===== config.mk =====
export PLATFORM = sky130hd
export DESIGN_NAME = msg_contend_ctrl
export DESIGN_NICKNAME = d
export VERILOG_FILES = /design/src/rtl/msg_contend_pkg.sv /design/src/rtl/mcc_bit_timer.sv /design/src/rtl/mcc_char_mask.sv /design/src/rtl/msg_contend_ctrl.sv
export SDC_FILE = /design/constraint.sdc
export NUM_CORES = 1
export LEC_CHECK = 0
export BUFFER_PORTS_ARGS = -buffer_cell sky130_fd_sc_hd__clkbuf_2
export CAP_MARGIN = 10
export CORE_UTILIZATION = 47
export CTS_BUF_LIST = sky130_fd_sc_hd__clkbuf_16
export DETAILED_ROUTE_END_ITERATION = 16
export PLACE_DENSITY_LB_ADDON = 0.1
export SYNTH_ARGS = -nofsm -noshare
export SYNTH_HDL_FRONTEND = slang
export SYNTH_SLANG_ARGS = --single-unit

===== constraint.sdc =====
create_clock -name clk -period 1.37 [get_ports clk]
set_clock_uncertainty 0.05 [all_clocks]
set_input_delay 0.137 -clock clk [delete_from_list [all_inputs] [get_ports clk]]
set_output_delay 0.137 -clock clk [all_outputs]
set_load 0.02 [all_outputs]

===== src/rtl/msg_contend_pkg.sv =====
package msg_contend_pkg;

  typedef enum logic [2:0] {
    ST_IDLE,
    ST_FIRST,
    ST_ECHO,
    ST_REST,
    ST_RECV
  } mcc_state_e;

endpackage


===== src/rtl/mcc_bit_timer.sv =====
module mcc_bit_timer #(
  parameter int BIT_CYC       = 16,
  parameter int N_BITS        = 30,
  parameter bit START_EXPIRED = 1'b0
) (
  input  logic clk,
  input  logic rst_n,
  input  logic restart,
  input  logic run,
  output logic expired
);

  localparam int PRE_W  = (BIT_CYC > 1) ? $clog2(BIT_CYC) : 1;
  localparam int BITS_W = $clog2(N_BITS + 1);
  localparam logic [PRE_W-1:0]  PRE_TOP  = PRE_W'(BIT_CYC - 1);
  localparam logic [BITS_W-1:0] BITS_END = BITS_W'(N_BITS);
  localparam logic [BITS_W-1:0] BITS_RST = START_EXPIRED ? BITS_END : '0;

  logic [PRE_W-1:0]  pre_q, pre_d;
  logic [BITS_W-1:0] bits_q, bits_d;
  logic              cnt_en;

  assign expired = (bits_q == BITS_END);
  assign cnt_en  = restart | (run & ~expired);

  always_comb begin
    pre_d  = pre_q;
    bits_d = bits_q;
    if (restart) begin
      pre_d  = '0;
      bits_d = '0;
    end else if (pre_q == PRE_TOP) begin
      pre_d  = '0;
      bits_d = bits_q + 1'b1;
    end else begin
      pre_d  = pre_q + 1'b1;
    end
  end

  always_ff @(posedge clk or negedge rst_n) begin
    if (!rst_n) begin
      pre_q  <= '0;
      bits_q <= BITS_RST;
    end else if (cnt_en) begin
      pre_q  <= pre_d;
      bits_q <= bits_d;
    end
  end

  AST_TMR_BOUND: assert property (@(posedge clk) disable iff (!rst_n)
    bits_q <= BITS_END) else $error("timer overrun");

  AST_TMR_STICKY: assert property (@(posedge clk) disable iff (!rst_n)
    (expired && !restart) |=> expired) else $error("timer left expiry");

endmodule


===== src/rtl/mcc_char_mask.sv =====
module mcc_char_mask #(
  parameter int CHAR_W = 9,
  parameter int BASE_W = 8
) (
  input  logic              wide,
  input  logic [CHAR_W-1:0] a_in,
  input  logic [CHAR_W-1:0] b_in,
  output logic [CHAR_W-1:0] a_out,
  output logic [CHAR_W-1:0] b_out,
  output logic              same
);

  logic [CHAR_W-1:0] mask;

  for (genvar i = 0; i < CHAR_W; i++) begin : g_mask
    if (i < BASE_W) begin : g_base
      assign mask[i] = 1'b1;
    end else begin : g_ext
      assign mask[i] = wide;
    end
  end

  assign a_out = a_in & mask;
  assign b_out = b_in & mask;
  assign same  = (a_out == b_out);

endmodule


===== src/rtl/msg_contend_ctrl.sv =====
module msg_contend_ctrl
  import msg_contend_pkg::*;
#(
  parameter int CHAR_W        = 9,
  parameter int BASE_W        = 8,
  parameter int ADDR_W        = 6,
  parameter int BIT_CYC       = 16,
  parameter int ECHO_TMO_BITS = 30,
  parameter int GAP_BITS      = 12
) (
  input  logic              clk,
  input  logic              rst_n,
  input  logic              cfg_nine,
  input  logic              start,
  input  logic [ADDR_W-1:0] msg_last,
  input  logic              idle_line,
  output logic [ADDR_W-1:0] buf_addr,
  input  logic [CHAR_W-1:0] buf_data,
  output logic              tx_valid,
  input  logic              tx_ready,
  output logic [CHAR_W-1:0] tx_data,
  input  logic              rx_valid,
  input  logic [CHAR_W-1:0] rx_data,
  output logic              rcv_valid,
  output logic [CHAR_W-1:0] rcv_data,
  output logic              busy,
  output logic              won,
  output logic              lost,
  output logic              fail,
  output logic              done
);

  // reset: asynchronous assert, synchronous release
  logic rst_s1_q, rst_s2_q, rst_n_s;

  always_ff @(posedge clk or negedge rst_n) begin
    if (!rst_n) begin
      rst_s1_q <= 1'b0;
      rst_s2_q <= 1'b0;
    end else begin
      rst_s1_q <= 1'b1;
      rst_s2_q <= rst_s1_q;
    end
  end
  assign rst_n_s = rst_s2_q;

  mcc_state_e        st_q, st_d;
  logic [ADDR_W-1:0] idx_q, idx_d;
  logic              pend_q, pend_d;
  logic              idle_q;
  logic              won_d, lost_d, fail_d, done_d, fwd_d;
  logic              gap_restart, gap_ok, tmo_restart, tmo_exp;
  logic              go, idle_rise, echo_same;
  logic [CHAR_W-1:0] rx_m;

  mcc_char_mask #(.CHAR_W(CHAR_W), .BASE_W(BASE_W)) u_mask (
    .wide  (cfg_nine),
    .a_in  (buf_data),
    .b_in  (rx_data),
    .a_out (tx_data),
    .b_out (rx_m),
    .same  (echo_same)
  );

  mcc_bit_timer #(.BIT_CYC(BIT_CYC), .N_BITS(ECHO_TMO_BITS), .START_EXPIRED(1'b0)) u_echo_tmr (
    .clk     (clk),
    .rst_n   (rst_n_s),
    .restart (tmo_restart),
    .run     (st_q == ST_ECHO),
    .expired (tmo_exp)
  );

  mcc_bit_timer #(.BIT_CYC(BIT_CYC), .N_BITS(GAP_BITS), .START_EXPIRED(1'b1)) u_gap_tmr (
    .clk     (clk),
    .rst_n   (rst_n_s),
    .restart (gap_restart),
    .run     (1'b1),
    .expired (gap_ok)
  );

  assign go          = (start | pend_q) & idle_line & gap_ok;
  assign idle_rise   = idle_line & ~idle_q;
  assign tmo_restart = (st_q == ST_FIRST) & tx_ready;
  assign tx_valid    = (st_q == ST_FIRST) | (st_q == ST_REST);
  assign buf_addr    = idx_q;
  assign busy        = (st_q != ST_IDLE);

  // next-state logic
  always_comb begin
    st_d        = st_q;
    idx_d       = idx_q;
    pend_d      = 1'b0;
    won_d       = 1'b0;
    lost_d      = 1'b0;
    fail_d      = 1'b0;
    done_d      = 1'b0;
    fwd_d       = 1'b0;
    gap_restart = 1'b0;
    unique case (st_q)
      ST_IDLE: begin
        idx_d  = '0;
        pend_d = (pend_q | start) & ~go;
        if (go) st_d = ST_FIRST;
      end
      ST_FIRST: begin
        if (tx_ready) st_d = ST_ECHO;
      end
      ST_ECHO: begin
        if (rx_valid) begin
          if (echo_same) begin
            won_d = 1'b1;
            if (msg_last == '0) begin
              done_d      = 1'b1;
              gap_restart = 1'b1;
              st_d        = ST_IDLE;
            end else begin
              idx_d = ADDR_W'(1);
              st_d  = ST_REST;
            end
          end else begin
            lost_d = 1'b1;
            fwd_d  = 1'b1;
            st_d   = ST_RECV;
          end
        end else if (tmo_exp) begin
          fail_d      = 1'b1;
          gap_restart = 1'b1;
          st_d        = ST_IDLE;
        end
      end
      ST_REST: begin
        if (tx_ready) begin
          if (idx_q == msg_last) begin
            done_d      = 1'b1;
            gap_restart = 1'b1;
            idx_d       = '0;
            st_d        = ST_IDLE;
          end else begin
            idx_d = idx_q + 1'b1;
          end
        end
      end
      ST_RECV: begin
        fwd_d = rx_valid;
        if (idle_rise) st_d = ST_IDLE;
      end
      default: st_d = ST_IDLE;
    endcase
  end

  // state and control registers
  always_ff @(posedge clk or negedge rst_n_s) begin
    if (!rst_n_s) begin
      st_q      <= ST_IDLE;
      idx_q     <= '0;
      pend_q    <= 1'b0;
      idle_q    <= 1'b1;
      won       <= 1'b0;
      lost      <= 1'b0;
      fail      <= 1'b0;
      done      <= 1'b0;
      rcv_valid <= 1'b0;
    end else begin
      st_q      <= st_d;
      idx_q     <= idx_d;
      pend_q    <= pend_d;
      idle_q    <= idle_line;
      won       <= won_d;
      lost      <= lost_d;
      fail      <= fail_d;
      done      <= done_d;
      rcv_valid <= fwd_d;
    end
  end

  // forwarded data, clock-enabled by the forward strobe
  always_ff @(posedge clk or negedge rst_n_s) begin
    if (!rst_n_s) begin
      rcv_data <= '0;
    end else if (fwd_d) begin
      rcv_data <= rx_m;
    end
  end

  AST_STATUS_EXCL: assert property (@(posedge clk) disable iff (!rst_n_s)
    $onehot0({won, lost, fail})) else $error("status overlap");

  AST_WON_PULSE: assert property (@(posedge clk) disable iff (!rst_n_s)
    won |=> !won) else $error("won held");

  AST_START_IDLE: assert property (@(posedge clk) disable iff (!rst_n_s)
    ($rose(tx_valid) && buf_addr == '0) |-> $past(idle_line)) else $error("start without idle");

  AST_TX_HOLD: assert property (@(posedge clk) disable iff (!rst_n_s)
    (tx_valid && !tx_ready) |=> (tx_valid && $stable(buf_addr))) else $error("offer dropped");

  AST_ADDR_RANGE: assert property (@(posedge clk) disable iff (!rst_n_s)
    tx_valid |-> (buf_addr <= msg_last)) else $error("address past end");

  AST_DONE_LAST: assert property (@(posedge clk) disable iff (!rst_n_s)
    (done && !won) |-> $past(tx_valid && tx_ready && (buf_addr == msg_last))) else $error("early done");

  AST_LOST_FWD: assert property (@(posedge clk) disable iff (!rst_n_s)
    lost |-> rcv_valid) else $error("lost without byte 0");

  AST_RECV_QUIET: assert property (@(posedge clk) disable iff (!rst_n_s)
    (st_q == ST_RECV) |-> !tx_valid) else $error("sending while receiving");

endmodule


# Word-level counts from Yosys, hierarchy flattened

Cells that the tools add are included.

Bits in registers: 44
Bits of input ports: 31
Output and inout port bits: 31
Logic and storage cells: 109

$add $sub $neg: 5
Eq/ne operators: 19
Muxes and demuxes: 43
Bitwise gates (word level): 16
Reductions and logical operators: 10

Operator list:

| operator              | number |
|---|---|
| $mux W6               | 5 |
| $mux W3               | 8 |
| $mux W4               | 6 |
| $and A9 B9 Y9         | 2 |
| $pmux W6 S3           | 1 |
| $mux W1               | 16 |
| $pmux W3 S5           | 1 |
| $ne A2 B2 Y1 const B  | 7 |
| $add A4 B1 Y4 const B | 3 |
| $eq A4 B4 Y1 const B  | 3 |
| $mux W5               | 2 |
| $eq A9 B9 Y1          | 1 |
| $add A6 B1 Y6 const B | 1 |
| $and A1 B1 Y1         | 6 |
| $eq A3 B2 Y1 const B  | 2 |
| $eq A6 B6 Y1          | 1 |
| $logic_not A6 Y1      | 1 |
| $pmux W1 S2           | 3 |
| $reduce_and A6 Y1     | 1 |
| $reduce_bool A3 Y1    | 2 |
| $add A5 B1 Y5 const B | 1 |
| $eq A5 B5 Y1 const B  | 1 |
| $reduce_and A5 Y1     | 1 |
| $not A1 Y1            | 4 |
| other kinds (9)       | 14 |

# Longest topological paths before layout

Depth in word-level cells: 7
Mapped depth: 7
Mapped depth without buffers: 7

# Hierarchy

From an unflattened synthesis, not the netlist that was laid out.

Cell total of the unflattened synthesis: 258
Area total of the unflattened synthesis: 2558.7 sq um

Modules (own cells, without submodules):

| module                      | times used | cells an instance | area each (sq um) | sequential area each (sq um) |
|---|---|---|---|---|
| msg_contend_ctrl            | 1          | 122               | 1312.5            | 676.9 |
| mcc_bit_timer at u_echo_tmr | 1          | 56                | 540.5             | 225.2 |
| mcc_bit_timer at u_gap_tmr  | 1          | 50                | 469.2             | 202.7 |
| mcc_char_mask               | 1          | 30                | 236.5             | 0.0 |

# Worst setup path after synthesis

No wires, ideal clock.

Kind: flip-flop to flip-flop
From: register idx_q[2], in the netlist buf_addr[2]
To: register st_q[0]
Setup time: 120 ps
Arrival: 1688 ps
Data required time: 1200 ps
Slack: -488 ps
Stages on the path, launching flop included: 6
Path buffers: 0
Period minus slack after synthesis: 1858 ps
Cell sequence: dfrtp_1 > xor2_1 > nor4_2 > a21oi_1 > o21a_1 > a31o_2

Longest elaborated chain between the ends: 3

Ends and longest elaborated chain:

| item                        | line                    | text |
|---|---|---|
| start: declaration          | msg_contend_ctrl.sv:48  | `logic [ADDR_W-1:0] idx_q, idx_d;` |
| start signal: assignment    | msg_contend_ctrl.sv:165 | `idx_q <= idx_d;` |
| $eq A6 B6 Y1                | msg_contend_ctrl.sv:133 | `if (idx_q == msg_last) begin` |
| $ne A2 B1 Y1 (no line)      | n/a                     |  |
| $reduce_and A6 Y1 (no line) | n/a                     |  |
| end signal: assignment      | msg_contend_ctrl.sv:164 | `st_q <= st_d;` |
| end: declaration            | msg_contend_ctrl.sv:47  | `mcc_state_e st_q, st_d;` |

Every way passes these cells.
A chain may end at the register's enable or synchronous reset.

# Final worst setup path

From: register u_echo_tmr.bits_q[0]
To: register st_q[0]

Longest elaborated chain between the ends: 3

Ends and longest elaborated chain:

| item                        | line                | text |
|---|---|---|
| start: declaration          | mcc_bit_timer.sv:20 | `logic [BITS_W-1:0] bits_q, bits_d;` |
| start signal: assignment    | mcc_bit_timer.sv:46 | `bits_q <= bits_d;` |
| $eq A5 B5 Y1                | mcc_bit_timer.sv:23 | `assign expired = (bits_q == BITS_END);` |
| $ne A3 B3 Y1 (no line)      | n/a                 |  |
| $reduce_and A6 Y1 (no line) | n/a                 |  |

Every way passes these cells.

==> summary.txt <==
Status
  • Status: finished, violations left
  • Failing checks: negative setup slack

Logic synthesis
  • Syn nets: 287
  • Yosys cell types: 51
  • YS warnings: 0
  • Async S/R FF share, synth: 100%
  • Synthesized cell area: 2510 µm²
  • Synth Register Bits: 44
  • Post-synth EDFFs: 0
  • Mean post-synth cell area: 10.1 µm²
  • Ys flop type: dfrtp_1
  • Sequential area share after synthesis: 44.1%
  • Post-synthesis cell count: 249

Power
  • Gate power share: 58.1%
  • Peak supply drop: 0.00114 V
  • Clock group share of total power: 15.1%
  • Internal Power: 0.00482 W
  • Reg power frac: 26.8%
  • Post-layout power: 0.00774 W
  • Switching share of power: 37.8%
  • Leak: 2.01 nW
  • Sw Pwr: 0.00292 W
  • PD cells: 1880 nW/µm²

Min path
  • Hold EP: pend_q$_DFF_PN0_
  • Worst hold start: start
  • Worst hold path depth: 3
  • Hold Crit Class: input pin to register

Cells and area
  • Layout cell share with drive strength beyond 1: 58.3%
  • Nets: 430
  • Antenna fix cells: 0
  • FILL cells: 317
  • Most common cell after layout, fill and taps aside: buf_4
  • Non-Filler Instances: 463
  • Most frequent cells in the layout: buf_4, clkbuf_2, dfrtp_1
  • Multi-input gate area: 1660 µm²
  • Synthesis-to-finish area growth: 64.6%
  • Storage cell area: 1110 µm²

Global routing
  • Number of global-route vias before repair: 2385
  • Largest net degree at the start of global routing: 24
  • First-pass GRT wire length: 10400 µm
  • Total grt overflow: 0
  • Gr usage total: 24.6%
  • Initial antenna violation count: 0

Place
  • Gpl congestion: 0.800
  • Inst Count DP: 440
  • HPWL after DPL: 4520 µm
  • IO buf count: 61

Critical path
  • Reg-to-Reg Start: u_echo_tmr.bits_q[0]$_DFFE_PN0P_
  • Worst reg-to-reg path cell count: 7
  • CP arrival: 1850 ps
  • WS Path Type: register to register
  • Setup crit start kind: register
  • R2R setup slack: -360 ps
  • RR Endpoint: st_q[0]$_DFFE_PN0P_
  • Crit path capture type: register
  • Req. time, crit path: 1490 ps
  • Critical Path Fanout Max: 4

Floorplanning
  • Io pins: 62
  • Total die area: 5630 µm²
  • Rows: 26
  • Initial Util: 49.1%
  • Die Y: 75.0 µm
  • Die W: 75.0 µm
  • Core ar.: 5110 µm²

STA
  • Fmax: 578 MHz
  • Final worst setup slack: -361 ps
  • Final setup vio count: 40
  • Part of the cycle the worst path needs: 126%
  • RSZ-0062 raised after global routing: yes
  • Fin. Hold Viols: 0
  • Slew Viols, Final: 0
  • Min cycle time layout: 1730 ps

Clocking
  • H-tree level count: 2
  • CTS root buffer: clkbuf_16
  • CTS max path bufs: 2
  • Num CTS Buffers: 5
  • CTS tree: done
  • Clk Latency, worst-skew pair: 290 ps
  • Clk slew on worst S/H paths: 60 ps
  • Clk sinks: 44

Routing
  • Vias per cell: 5.15
  • Drc violations: 0
  • Drt initial violations: 94
  • Vias after detailed routing: 2385
  • Number of antenna-violating nets in the routed design: 0
  • Drt total wl: 6770 µm
  • Drt first pass iters: 4
  • Routed length per instance: 14.6 µm

Run
  • Max-cap viol count: 0
## stage by stage
step / worst slack [ps] / cell area (µm²) / hold WS (ps) / utilization [%] / setup TNS, ps
finish: -361 / 4120 / 45.4 / 80.7 / -9660
detailed placement: -434 / 3560 / -123 / 69.6 / -11620
floorplan: -334 / 2690 / -209 / - / -8390
CTS: -353 / 3950 / 46.1 / 77.4 / -9460
global route: -430 / 4120 / 56.4 / 80.7 / -12140
global placement: -395 / 3560 / -126 / 69.6 / -10560
## how the worst max path moves through the flow
stage	start	cells after the start	to	slack, ps
after global routing	st_q[0]$_DFFE_PN0P_	6	st_q[0]$_DFFE_PN0P_	-430
after floorplan	buf_addr[3]$_DFFE_PN0P_	5	st_q[0]$_DFFE_PN0P_	-330
after global placement	rx_data[6]	7	buf_addr[5]$_DFFE_PN0P_	-390
after detailed placement	rx_data[6]	7	buf_addr[5]$_DFFE_PN0P_	-430
after CTS	buf_addr[5]$_DFFE_PN0P_	5	st_q[0]$_DFFE_PN0P_	-350
final	u_echo_tmr.bits_q[0]$_DFFE_PN0P_	7	st_q[0]$_DFFE_PN0P_	-360
## synth_stat cells (3+ instances only)
master / instances / share of area (%)
dfrtp_1: 41 / 41
nand2_1: 24 / 3.6
nor2_1: 21 / 3.1
xor2_1: 19 / 6.6
inv_1: 10 / 1.5
nand3_1: 10 / 2.0
buf_4: 9 / 2.7
o21ai_0: 9 / 1.8
ha_1: 7 / 3.5
mux2_2: 7 / 3.1
nand2b_1: 7 / 1.7
nand4_1: 7 / 1.7
o31ai_1: 7 / 2.1
and2_1: 6 / 1.5
a21oi_1: 5 / 1.0
a211oi_1: 4 / 1.2
or3_1: 4 / 1.0
a31oi_1: 3 / 0.75
and3_1: 3 / 0.75
dfstp_2: 3 / 3.1
mux2i_1: 3 / 1.2
o211ai_1: 3 / 0.90
xnor2_1: 3 / 1.0
## repair_timing
action | CTS | global route
hold buffers | 2 | 0
endpoints found under the setup margin | 40 | 40
pin swaps | 15 | 20
buffers inserted | 9 | 7
gates resized for setup | 42 | 38
gates cloned | 1 | 1
endpoints found under the hold margin | 3 | 0
## layer usage
layer	up-vias	global-route usage (%)	wire length, µm
met3	11	5.09	292
met5	-	0	0
met4	0	5.66	74
li1	1158	-	-
met1	1151	30.0	2830
met2	65	44.5	3570
## critical path, cell delays in order (launching register included)
cell,delay (ps)
dfrtp_1,390
inv_2,80
ha_4,120
nand4_1,210
nand2_2,180
o2111ai_4,160
o21a_1,220
a31o_2,200
## power groups by stage
stage	sequential, W	combinational, W	clock [W]
final	0.00207	0.00450	0.00117
after global placement	0.00206	0.00340	0
after CTS	0.00206	0.00406	0.00118
after global routing	0.00212	0.00487	0.00124
after floorplan	0.00226	0.00190	0
after detailed placement	0.00207	0.00349	0
## logic make-up (layout without fill, tap and decap cells)
kind of cell / count (synthesis) / after routing / share of synthesized area, %
compound gates: 46 / 46 / 13.7
buf+inv: 23 / 167 / 4.89
mux: 11 / 11 / 4.79
simple gates: 95 / 95 / 21.2
flops: 44 / 44 / 44.1
xor+xnor: 22 / 22 / 7.69
other cells: 1 / 1 / 0.150
fa+ha+maj: 7 / 7 / 3.49
## sequential cells by signal, summed over array words and instances (netlist names)
signal / count
st_q: 3
idle_q: 1
rst_s1_q: 1
won: 1
rcv_data: 9
fail: 1
pend_q: 1
u_echo_tmr.pre_q: 4
u_gap_tmr.bits_q: 4
u_gap_tmr.pre_q: 4
done: 1
buf_addr: 6
rst_n_s: 1
lost: 1
u_echo_tmr.bits_q: 5
rcv_valid: 1
## cell type report
class	instances	area share (%)
clock inverter	3	0.455
inverter	10	0.910
clock buffer	5	3.03
multi-input combinational	182	40.2
sequential	44	27.0
timing repair buffer	149	26.3
tap	70	2.12
(Power assumes the default switching activity.)
